`config.mk`:
```
export PLATFORM = sky130hd
export DESIGN_NAME = tick_timer
export DESIGN_NICKNAME = d
export VERILOG_FILES = /design/src/rtl/tick_timer_pkg.sv /design/src/rtl/tick_timer_src.sv /design/src/rtl/tick_timer_core.sv /design/src/rtl/tick_timer_regs.sv /design/src/rtl/tick_timer.sv
export SDC_FILE = /design/constraint.sdc
export NUM_CORES = 1
export LEC_CHECK = 0
export ABC_CLOCK_PERIOD_IN_PS = 3500
export BUFFER_PORTS_ARGS = -buffer_cell sky130_fd_sc_hd__buf_2
export CAP_MARGIN = 20
export CELL_PAD_IN_SITES_DETAIL_PLACEMENT = 1
export CELL_PAD_IN_SITES_GLOBAL_PLACEMENT = 1
export CORE_ASPECT_RATIO = 1.5
export CORE_MARGIN = 1.5
export CORE_UTILIZATION = 42
export DETAILED_ROUTE_END_ITERATION = 10
export GPL_TIMING_DRIVEN = 0
export PLACE_DENSITY_LB_ADDON = 0.12
export SLEW_MARGIN = 25
export SYNTH_ARGS = -nofsm -noshare
export SYNTH_HDL_FRONTEND = slang
export SYNTH_SLANG_ARGS = --single-unit
```
`constraint.sdc`:
```
create_clock -name clk -period 3.5 [get_ports clk]
set_input_delay 0 -clock clk [delete_from_list [all_inputs] [get_ports clk]]
set_output_delay 0 -clock clk [all_outputs]
set_load 0.1 [all_outputs]
```
`src/rtl/tick_timer_pkg.sv`:
```
package tick_timer_pkg;

    typedef enum logic [0:0] {
        ST_OFF = 1'b0,
        ST_RUN = 1'b1
    } tmr_state_e;

    // control register bit positions
    localparam int BIT_EN   = 0;
    localparam int BIT_IE   = 1;
    localparam int BIT_SRC  = 2;
    localparam int BIT_FLAG = 16;

    // word index of each register (byte offset / 4)
    localparam int IDX_CTRL = 0;
    localparam int IDX_RLD  = 1;
    localparam int IDX_CUR  = 2;
    localparam int IDX_CAL  = 3;

endpackage

```
`src/rtl/tick_timer_src.sv`:
```
module tick_timer_src (
    input  logic use_core,
    input  logic ext_tick,
    output logic tick
);
    assign tick = use_core ? 1'b1 : ext_tick;
endmodule

```
`src/rtl/tick_timer_core.sv`:
```
module tick_timer_core
    import tick_timer_pkg::*;
#(
    parameter int CNT_W = 24
) (
    input  logic             clk,
    input  logic             rst_n,
    input  logic             tick,
    input  logic             cmd_start,
    input  logic             cmd_stop,
    input  logic             cmd_force,
    input  logic [CNT_W-1:0] reload_val,
    output logic             running,
    output logic [CNT_W-1:0] count,
    output logic             expire
);
    tmr_state_e       state_q, state_d;
    logic [CNT_W-1:0] cnt_q, cnt_d;

    always_comb begin
        state_d = state_q;
        cnt_d   = cnt_q;
        expire  = 1'b0;
        unique case (state_q)
            ST_OFF: begin
                if (cmd_start) begin            // start
                    state_d = ST_RUN;
                    cnt_d   = reload_val;
                end else if (cmd_force) begin   // force
                    cnt_d = reload_val;
                end
            end
            ST_RUN: begin
                if (cmd_stop) begin             // stop
                    state_d = ST_OFF;
                end else if (cmd_force) begin   // force
                    cnt_d = reload_val;
                end else if (tick) begin
                    if (cnt_q == '0) begin
                        expire = 1'b1;
                        cnt_d  = reload_val;     // wrap
                        if (reload_val == '0) begin
                            state_d = ST_OFF;    // last
                        end
                    end else begin
                        cnt_d = cnt_q - 1'b1;    // step
                    end
                end
            end
            default: state_d = ST_OFF;
        endcase
    end

    // state register
    always_ff @(posedge clk) begin
        if (!rst_n) state_q <= ST_OFF;
        else        state_q <= state_d;
    end

    // output register
    always_ff @(posedge clk) begin
        if (!rst_n) cnt_q <= '0;
        else        cnt_q <= cnt_d;
    end

    assign running = (state_q == ST_RUN);
    assign count   = cnt_q;

    p_start_loads_r3: assert property (@(posedge clk) disable iff (!rst_n)
        (!running && cmd_start) |=> (running && count == $past(reload_val)));

    p_hold_without_tick_r4: assert property (@(posedge clk) disable iff (!rst_n)
        (running && !tick && !cmd_stop && !cmd_force) |=> $stable(count));

    p_zero_reload_stops_r7: assert property (@(posedge clk) disable iff (!rst_n)
        (expire && reload_val == '0) |=> !running);

    p_stop_halts_r12: assert property (@(posedge clk) disable iff (!rst_n)
        (running && cmd_stop) |=> !running);

endmodule

```
`src/rtl/tick_timer_regs.sv`:
```
module tick_timer_regs
    import tick_timer_pkg::*;
#(
    parameter int DATA_W    = 32,
    parameter int ADDR_W    = 4,
    parameter int CNT_W     = 24,
    parameter int CALIB_VAL = 10000
) (
    input  logic              clk,
    input  logic              rst_n,
    input  logic              wr,
    input  logic              rd,
    input  logic [ADDR_W-1:0] addr,
    input  logic [DATA_W-1:0] wdata,
    output logic [DATA_W-1:0] rdata,
    input  logic              running,
    input  logic [CNT_W-1:0]  count,
    input  logic              expire,
    output logic              use_core,
    output logic              cmd_start,
    output logic              cmd_stop,
    output logic              cmd_force,
    output logic [CNT_W-1:0]  reload_val,
    output logic              irq_pulse
);
    localparam int IDX_W = ADDR_W - 2;

    logic [IDX_W-1:0] idx;
    logic             wr_ctrl, wr_rld, wr_cur, rd_ctrl;
    logic             tickint_q, clksrc_q, flag_q, irq_q;
    logic [CNT_W-1:0] reload_q;
    logic             unused_bits;

    assign idx     = addr[ADDR_W-1:2];
    assign wr_ctrl = wr && (idx == IDX_W'(IDX_CTRL));
    assign wr_rld  = wr && (idx == IDX_W'(IDX_RLD));
    assign wr_cur  = wr && (idx == IDX_W'(IDX_CUR));
    assign rd_ctrl = rd && (idx == IDX_W'(IDX_CTRL));
    assign unused_bits = ^{addr[1:0], wdata[DATA_W-1:CNT_W]};

    assign cmd_start = wr_ctrl && wdata[BIT_EN] && !running;
    assign cmd_stop  = wr_ctrl && !wdata[BIT_EN] && running;
    assign cmd_force = wr_cur ||
                       (wr_ctrl && wdata[BIT_EN] && running && (wdata[BIT_SRC] != clksrc_q));

    always_ff @(posedge clk) begin
        if (!rst_n) begin
            tickint_q <= 1'b0;
            clksrc_q  <= 1'b0;
            reload_q  <= '0;
            flag_q    <= 1'b0;
            irq_q     <= 1'b0;
        end else begin
            if (wr_ctrl) begin
                tickint_q <= wdata[BIT_IE];
                clksrc_q  <= wdata[BIT_SRC];
            end
            if (wr_rld) reload_q <= wdata[CNT_W-1:0];
            if (expire)                 flag_q <= 1'b1;
            else if (rd_ctrl || wr_cur) flag_q <= 1'b0;
            irq_q <= expire && tickint_q;
        end
    end

    always_comb begin
        rdata = '0;
        case (idx)
            IDX_W'(IDX_CTRL): begin
                rdata[BIT_EN]   = running;
                rdata[BIT_IE]   = tickint_q;
                rdata[BIT_SRC]  = clksrc_q;
                rdata[BIT_FLAG] = flag_q;
            end
            IDX_W'(IDX_RLD): rdata = DATA_W'(reload_q);
            IDX_W'(IDX_CUR): rdata = running ? DATA_W'(count) : '0;
            IDX_W'(IDX_CAL): rdata = DATA_W'(CALIB_VAL);
            default:         rdata = '0;
        endcase
    end

    assign use_core   = clksrc_q;
    assign reload_val = reload_q;
    assign irq_pulse  = irq_q;

    p_irq_flag_r5: assert property (@(posedge clk) disable iff (!rst_n)
        irq_pulse |-> flag_q);

    p_irq_one_cycle_r5: assert property (@(posedge clk) disable iff (!rst_n)
        irq_pulse |=> !irq_pulse);

    p_read_clears_flag_r6: assert property (@(posedge clk) disable iff (!rst_n)
        (rd_ctrl && !expire) |=> !flag_q);

    p_force_clears_flag_r8: assert property (@(posedge clk) disable iff (!rst_n)
        wr_cur |=> !flag_q);

endmodule

```
`src/rtl/tick_timer.sv`:
```
module tick_timer #(
    parameter int DATA_W    = 32,
    parameter int ADDR_W    = 4,
    parameter int CNT_W     = 24,
    parameter int CALIB_VAL = 10000
) (
    input  logic              clk,
    input  logic              rst_n,
    input  logic              ext_tick,
    input  logic              reg_wr,
    input  logic              reg_rd,
    input  logic [ADDR_W-1:0] reg_addr,
    input  logic [DATA_W-1:0] reg_wdata,
    output logic [DATA_W-1:0] reg_rdata,
    output logic              irq_pulse
);
    logic             tick, use_core, running, expire;
    logic             cmd_start, cmd_stop, cmd_force;
    logic [CNT_W-1:0] count, reload_val;

    tick_timer_src u_src (
        .use_core (use_core),
        .ext_tick (ext_tick),
        .tick     (tick)
    );

    tick_timer_core #(.CNT_W(CNT_W)) u_core (
        .clk        (clk),
        .rst_n      (rst_n),
        .tick       (tick),
        .cmd_start  (cmd_start),
        .cmd_stop   (cmd_stop),
        .cmd_force  (cmd_force),
        .reload_val (reload_val),
        .running    (running),
        .count      (count),
        .expire     (expire)
    );

    tick_timer_regs #(
        .DATA_W(DATA_W), .ADDR_W(ADDR_W), .CNT_W(CNT_W), .CALIB_VAL(CALIB_VAL)
    ) u_regs (
        .clk        (clk),
        .rst_n      (rst_n),
        .wr         (reg_wr),
        .rd         (reg_rd),
        .addr       (reg_addr),
        .wdata      (reg_wdata),
        .rdata      (reg_rdata),
        .running    (running),
        .count      (count),
        .expire     (expire),
        .use_core   (use_core),
        .cmd_start  (cmd_start),
        .cmd_stop   (cmd_stop),
        .cmd_force  (cmd_force),
        .reload_val (reload_val),
        .irq_pulse  (irq_pulse)
    );

endmodule

```
==> flow_summary.yaml, run 1 <==
sta:
  worstMarginPinSlew_ns: 0.861
  setup_viol: 0
  tns_ns: 0
  maxSlewHeadroom: 0.426
  clock-skew-final_ns: 0.00906
  period_share: 0.726
  period_minus_slack_ns: 2.54
  maxSlewViolCount: 0
  hold_violations: 0
  rsz0062_at_grt: "no"
  fmax_mhz: 393
clock_network:
  numCtsBuffers: 5
  cts.sinks: 53
  cts_setup_buffers: 0
  clock_latency_ns: 0.30
  h-tree-depth: 2
  path_clk_slew_ns: 0.07
  clk_path_buf_depth: 2
  cts_tree: "built"
  cts_root_buf: "clkbuf_16"
detailed_routing:
  dr.pass1.iters: 4
  first_iter_violations: 152
  vias: 3749
  wl_per_cell_um: 19.0
  detail-route-antenna-nets: 0
  drc_errors: 0
  viasPerCell: 5.90
  routed_wl_mm: 12.1
pwr:
  power_mw: 1.50
  vdd_drop_max_mv: 0.264
  p_clk_frac: 0.352
  power_frac_seq: 0.425
  power.density_mw_per_mm2: 371
  switchingPower_uw: 488
  p_comb_frac: 0.223
  p_int_mw: 1.01
  p_sw_frac: 0.326
  leakage_nw: 1.60
placement:
  placed_cell_area_mm2: 0.00364
  gp_congestion: 0.926
  io_buffers: 53
  dp_hpwl_mm: 8.76
synthesis:
  ys_seq_area_frac: 0.329
  synth-compound-area-share: 0.282
  synth_area_leader_cell: "dfxtp_1"
  syn_area_per_cell_um2: 7.31
  synth_top_family_by_area: "simple AND/OR/NAND/NOR gates"
  netlist_top_cells_area: "dfxtp_1 33%, nand2_1 9.1%, a21boi_0 6.8%"
  synth_top_area_frac: 0.329
  syn_inst: 441
  yosys_warnings: 0
  synth_adder_area_share: 0.0272
  synth.area.mux_share: 0.00349
  synth-simple-area-share: 0.284
  ys_types: 45
  synth_seq_cells: 53
  syn-cell-area_mm2: 0.00322
  synth_xor_area_frac: 0.00272
final_layout:
  fin_util: 0.537
  final_area_mm2: 0.00404
  syn2layout_area_growth_pct: 25.2
  final_common_cell: "nand2_1"
  final_cell_mix: "78 x nand2_1, 56 x buf_2, 53 x dfxtp_1"
  drive_gt1_frac: 0.143
  layout.nets: 580
  antenna_cells: 0
worst_setup_path:
  critPathMaxStageDelay_ns: 0.56
  critPathArrivalTime_ns: 2.71
  r2r_setup_slack_ns: 0.96
  cpMaxStageDelayCell: "or4_1"
  path_max_fanout: 8
  cp_cell_sequence: "buf_2, or4_1, or3_1, clkbuf_1, or2_1, or3_1, a21oi_1, o22ai_1"
  required_ns: 3.67
  r2r_end: "u_core.count[11]"
  path_common_cell: "or3_1"
  critPathLaunchType: "flop"
  critical_path_class: "flop to flop"
  r2r_start: "u_core.count[2]"
  reg2regPathDepth: 8
  cp-end-kind: "flop"
status:
  outcome: "finished clean"
floorplanning:
  start_util: 0.429
  ioPinCount: 74
  die_y_um: 110
  dieArea_mm2: 0.00822
  die_w_um: 74.5
  core_mm2: 0.00751
  rows: 39
min_path:
  min_from: "reg_wdata[0]"
  worstHoldEndpoint: "u_regs.reload_val[0]"
  hold_class: "input pin to flop"
  min_path_cells: 3
global_route:
  first_global_vias: 3640
  grt_pass1_wl_mm: 18.5
  grt.total_usage: 0.303
  grt_start_max_net_pins: 17
  antenna_found_initial: 0
  overflow: 0
run:
  maxCapViolations: 0
-- logic make-up after synthesis --
family / Yosys count
AND/OR/NAND/NOR: 191
AO/OA/AOI/OAI: 138
flip-flops: 53
buffers and inverters: 49
adder cells (fa/ha/maj): 7
other: 1
XOR/XNOR: 1
multiplexers: 1
-- layer usage --
layer | part of all wire | global-route usage | vias up
li1 | - | - | 1769
met1 | 0.40 | 0.348 | 1843
met2 | 0.52 | 0.534 | 113
met3 | 0.052 | 0.0482 | 24
met4 | 0.032 | 0.145 | 0
met5 | 0 | 0 | -
-- stage by stage --
| stage | worst slack [ns] | hold slack (ns) | std cells |
|---|---|---|---|
| finish | 0.958 | 0.00464 | 635 |
| global route | 0.753 | 0.00716 | 635 |
| CTS | 0.988 | 0.00131 | 635 |
| detailed placement | 0.999 | 0.262 | 603 |
| global placement | 1.03 | 0.251 | 603 |
| floorplan | 0.376 | 0.145 | 448 |
-- layout make-up --
cell class | count | area, µm²
Tap cell | 102 | 128
Timing Repair Buffer | 77 | 505
Clock buffer | 6 | 139
Sequential cell | 53 | 1060
Fill cell | 1023 | 3480
Multi-Input combinational cell | 346 | 1960
Clock inverter | 2 | 13.8
Buffer | 44 | 206
Inverter | 5 | 18.8
-- worst max-delay path: cells and delay by family (launching register included) --
| family | cells | cell delay, ns |
|---|---|---|
| and+or+nand+nor | 4 | 1.52 |
| buffers and inverters | 2 | 0.34 |
| DFF | 1 | 0.30 |
| AOI/OAI and AO/OA | 2 | 0.26 |
-- state kept, by name, summed over array words and instances, names as in the netlist --
| name | cells |
|---|---|
| u_regs.flag_q | 1 |
| u_core.running | 1 |
| u_regs.reload_val | 24 |
| u_regs.irq_pulse | 1 |
| u_regs.tickint_q | 1 |
| u_core.count | 24 |
| u_regs.use_core | 1 |
-- Yosys cell counts, drive strengths merged --
master and n:
a22oi 19, nand2 78, nor2b 8, or3 4
nor2 28, o2111a 1, a32oi 1, nor3 20
o21ai 34, and2 4, nor4 14, a221oi 5
o211ai 1, nand3b 2, ha 7, a32o 7
xnor2 1, and4 2, o31ai 2, o22ai 6
nand3 14, dfxtp 53, mux2 1, a21boi 30
nand4 3, a31oi 2, nor3b 2, or4 7
and3 3, a21oi 25, inv 5, o41ai 2
o21a 3, or2 2, conb 1, buf 14
clkbuf 30
-- power groups by stage --
stage	clock [mW]	combinational [mW]	sequential, mW
finish	0.527	0.334	0.636
global route	0.559	0.360	0.638
global placement	0	0.302	0.649
floorplan	0	0.228	0.643
detailed placement	0	0.308	0.650
CTS	0.538	0.330	0.636
-- repair_timing --
item | in CTS | in global routing
hold buffers | 24 | 0
endpoints found under the hold margin | 25 | 0
gates resized for setup | 0 | 0
-- how the worst max path moves through the flow --
stage / startpoint / endpoint / slack, ns
6_report: u_core.count[2] / u_core.count[11] / 0.96
5_1_grt: u_core.count[16] / u_core.count[18] / 0.75
4_1_cts: u_core.count[2] / u_core.count[11] / 0.99
3_5_place_dp: u_core.count[16] / u_core.count[20] / 1.0
3_3_place_gp: u_core.count[17] / u_core.count[17] / 1.03
2_1_floorplan: u_core.running / reg_rdata[16] / 0.38
Note: power is estimated with default switching activity, not from simulation.
==> run 2: changes to the inputs <==
--- a/config.mk
+++ b/config.mk
@@ -5,14 +5,15 @@
 export SDC_FILE = /design/constraint.sdc
 export NUM_CORES = 1
 export LEC_CHECK = 0
-export ABC_CLOCK_PERIOD_IN_PS = 3500
+export ABC_AREA = 1
+export ABC_CLOCK_PERIOD_IN_PS = 2400
 export BUFFER_PORTS_ARGS = -buffer_cell sky130_fd_sc_hd__buf_2
 export CAP_MARGIN = 20
 export CELL_PAD_IN_SITES_DETAIL_PLACEMENT = 1
 export CELL_PAD_IN_SITES_GLOBAL_PLACEMENT = 1
 export CORE_ASPECT_RATIO = 1.5
 export CORE_MARGIN = 1.5
-export CORE_UTILIZATION = 42
+export CORE_UTILIZATION = 38
 export DETAILED_ROUTE_END_ITERATION = 10
 export GPL_TIMING_DRIVEN = 0
 export PLACE_DENSITY_LB_ADDON = 0.12
==> constraint.sdc (replaced) <==
create_clock -name clk -period 2.4 [get_ports clk]
set_input_delay 0 -clock clk [delete_from_list [all_inputs] [get_ports clk]]
set_output_delay 0 -clock clk [all_outputs]
set_load 0.1 [all_outputs]
==> run 2 against run 1 <==
Effect of this change:
- the run now ends with negative hold slack left
- count of clock-buffer cells in the layout did not move
- via count rose by 7.0%
- largest cell class unchanged
- clock power rose by 41%
- critical path type is now flop to output pin
- utilization fell by 6.2 points
- die area rose by 20%
==> flow_summary.yaml, run 2 <==
floorplanning:
  ioPinCount: 74
  rows: 42
  start_util: 0.394
  die_w_um: 81.6
  die_y_um: 121
  core_mm2: 0.00893
  dieArea_mm2: 0.00987
clock_network:
  numCtsBuffers: 5
  clk_path_buf_depth: 2
  path_clk_slew_ns: 0.07
  clock_latency_ns: 0.30
  cts.sinks: 53
  cts_root_buf: "clkbuf_16"
  h-tree-depth: 2
  cts_setup_buffers: 0
  cts_tree: "built"
final_layout:
  syn2layout_area_growth_pct: 20.6
  final_common_cell: "nand2_1"
  layout.nets: 705
  drive_gt1_frac: 0.150
  multi_input_area_mm2: 0.00204
  final_cell_mix: "139 x nand2_1, 75 x inv_1, 69 x a21oi_1"
  instances_no_fill: 768
  fillCellCount: 1275
  fin_util: 0.476
  seqCellArea_mm2: 0.00106
  antenna_cells: 0
  final_area_mm2: 0.00425
pwr:
  vdd_drop_max_mv: 0.320
  leakage_nw: 1.99
  power.density_mw_per_mm2: 595
  power_mw: 2.53
placement:
  dp_hpwl_mm: 10.5
  gp_congestion: 0.875
  placed_cells: 748
  io_buffers: 55
  dp_slack_ns: 0.272
  placed_cell_area_mm2: 0.00398
min_path:
  hold_class: "input pin to flop"
  min_path_cells: 3
  min_from: "reg_wdata[19]"
  worstHoldEndpoint: "u_regs.reload_val[19]"
worst_setup_path:
  path_max_fanout: 15
  critPathArrivalTime_ns: 2.16
  required_ns: 2.40
  critical_path_class: "flop to output pin"
  path_common_cell: "nand2_1"
  reg2regPathDepth: 11
  r2r_start: "u_core.count[0]"
  r2r_setup_slack_ns: 0.39
  critPathLaunchType: "flop"
  cpMaxStageDelayCell: "inv_1"
  critPathMaxStageDelay_ns: 0.47
  cp-end-kind: "output pin"
  r2r_end: "u_core.count[16]"
  cp_cell_sequence: "nand2_1, inv_1, nand2_1, a21oi_1, buf_2"
sta:
  hold_violations: 1
  fmax_mhz: 464
  worst_slack_ns: 0.245
  maxSlewViolCount: 0
  period_minus_slack_ns: 2.16
  setup_viol: 0
  worstMarginPinSlew_ns: 0.615
  maxSlewHeadroom: 0.590
  rsz0062_at_grt: "no"
  clock-skew-final_ns: 0.00672
  period_share: 0.898
  whs_ns: -0.000268
global_route:
  grt_pass1_wl_mm: 21.1
  overflow: 0
  first_global_vias: 4292
  grt_start_max_net_pins: 17
  antenna_found_initial: 0
  grt.total_usage: 0.284
synthesis:
  synth_ff_type: "dfxtp_1"
  synth_edf_count: 0
  synth_area_leader_cell: "dfxtp_1"
  synth_top_area_frac: 0.301
  syn-cell-area_mm2: 0.00352
  netlist_top_cells_area: "dfxtp_1 30%, nand2_1 15%, a21oi_1 10%"
  ys_types: 31
  ys_seq_area_frac: 0.301
  synth_seq_cells: 53
  yosys-top-cells-count: "139 x nand2_1, 75 x inv_1, 73 x a21oi_1"
  syn_inst: 576
  syn_area_per_cell_um2: 6.11
  synth.most_common_cell: "nand2_1"
  yosys_warnings: 0
  async_reset_ff_frac: 0
detailed_routing:
  routed_wl_mm: 13.0
  first_iter_violations: 186
  viasPerCell: 5.22
  dr.pass1.iters: 4
  drc_errors: 0
  vias: 4012
  detail-route-antenna-nets: 0
  wl_per_cell_um: 17.0
run:
  maxCapViolations: 0
status:
  outcome: "finished, violations left"
  violations: "negative hold slack"
[run 2: cell types whose count changed in the layout (fill, tap and decap cells not counted), moves of 16 or more]
| cell | delta |
|---|---|
| a21boi_0 | -29 |
| clkbuf_1 | -16 |
| a22oi_1 | -19 |
| nand2_1 | +61 |
| inv_1 | +70 |
| nor2_1 | +37 |
| nand3_1 | +32 |
| a21oi_1 | +44 |
[run 2: metrics by stage]
stage                     hold WS (ns)  TNS, ns
after floorplan                  0.193    -3.94
after global placement           0.282        0
after detailed placement         0.288        0
after CTS                      0.00335        0
after global routing            0.0210        0
final                        -0.000268        0
[run 2: how the worst max path moves through the flow]
stage / endpoint / depth (start not counted) / slack, ns / from
after detailed placement: reg_rdata[13] / 9 / 0.27 / reg_addr[2]
after global routing: reg_rdata[8] / 5 / 0.06 / u_core.running
after global placement: reg_rdata[13] / 9 / 0.31 / reg_addr[2]
after floorplan: reg_rdata[11] / 5 / -0.54 / reg_addr[2]
final: reg_rdata[8] / 5 / 0.24 / u_core.running
after CTS: reg_rdata[22] / 6 / 0.02 / u_core.running
[run 2: where the power goes]
part	internal [mW]	total [mW]	switching, mW
logic	0.244	0.829	0.585
registers	0.917	0.956	0.0388
clock network	0.389	0.744	0.355
[run 2: cells by family after synthesis]
family	after synthesis	share of synthesized area
buf+inv	109	0.131
compound gates	118	0.180
simple gates	280	0.341
xor+xnor	8	0.0199
fa+ha+maj	7	0.0249
flops	53	0.301
other cells	1	0.00106
[run 2: timing repair]
action	CTS	global route
hold buffers	13	0
endpoints found under the setup margin	1	10
hold endpoints to repair	13	0
gates cloned	0	0
pin swaps	0	0
resized for setup	1	0
[run 2: routing by layer]
layer | wire [µm] | track usage | up-vias
li1 | - | - | 2009
met5 | 0 | 0 | -
met2 | 6620 | 0.499 | 96
met4 | 498 | 0.141 | 0
met3 | 487 | 0.0444 | 34
met1 | 5420 | 0.324 | 1873
[run 2: worst max-delay path, delay by kind of cell, from the launching register on]
kind	cells	cell delay [ns]
buf+inv	2	0.93
compound gates	1	0.19
simple gates	2	0.39
flops	1	0.35
[run 2: layout make-up]
type | instances | area share
Multi-Input combinational cell | 421 | 0.480
Sequential cell | 53 | 0.250
Timing Repair Buffer | 68 | 0.0960
Inverter | 78 | 0.0695
Buffer | 30 | 0.0386
Tap cell | 110 | 0.0324
Clock buffer | 6 | 0.0303
Clock inverter | 2 | 0.00353
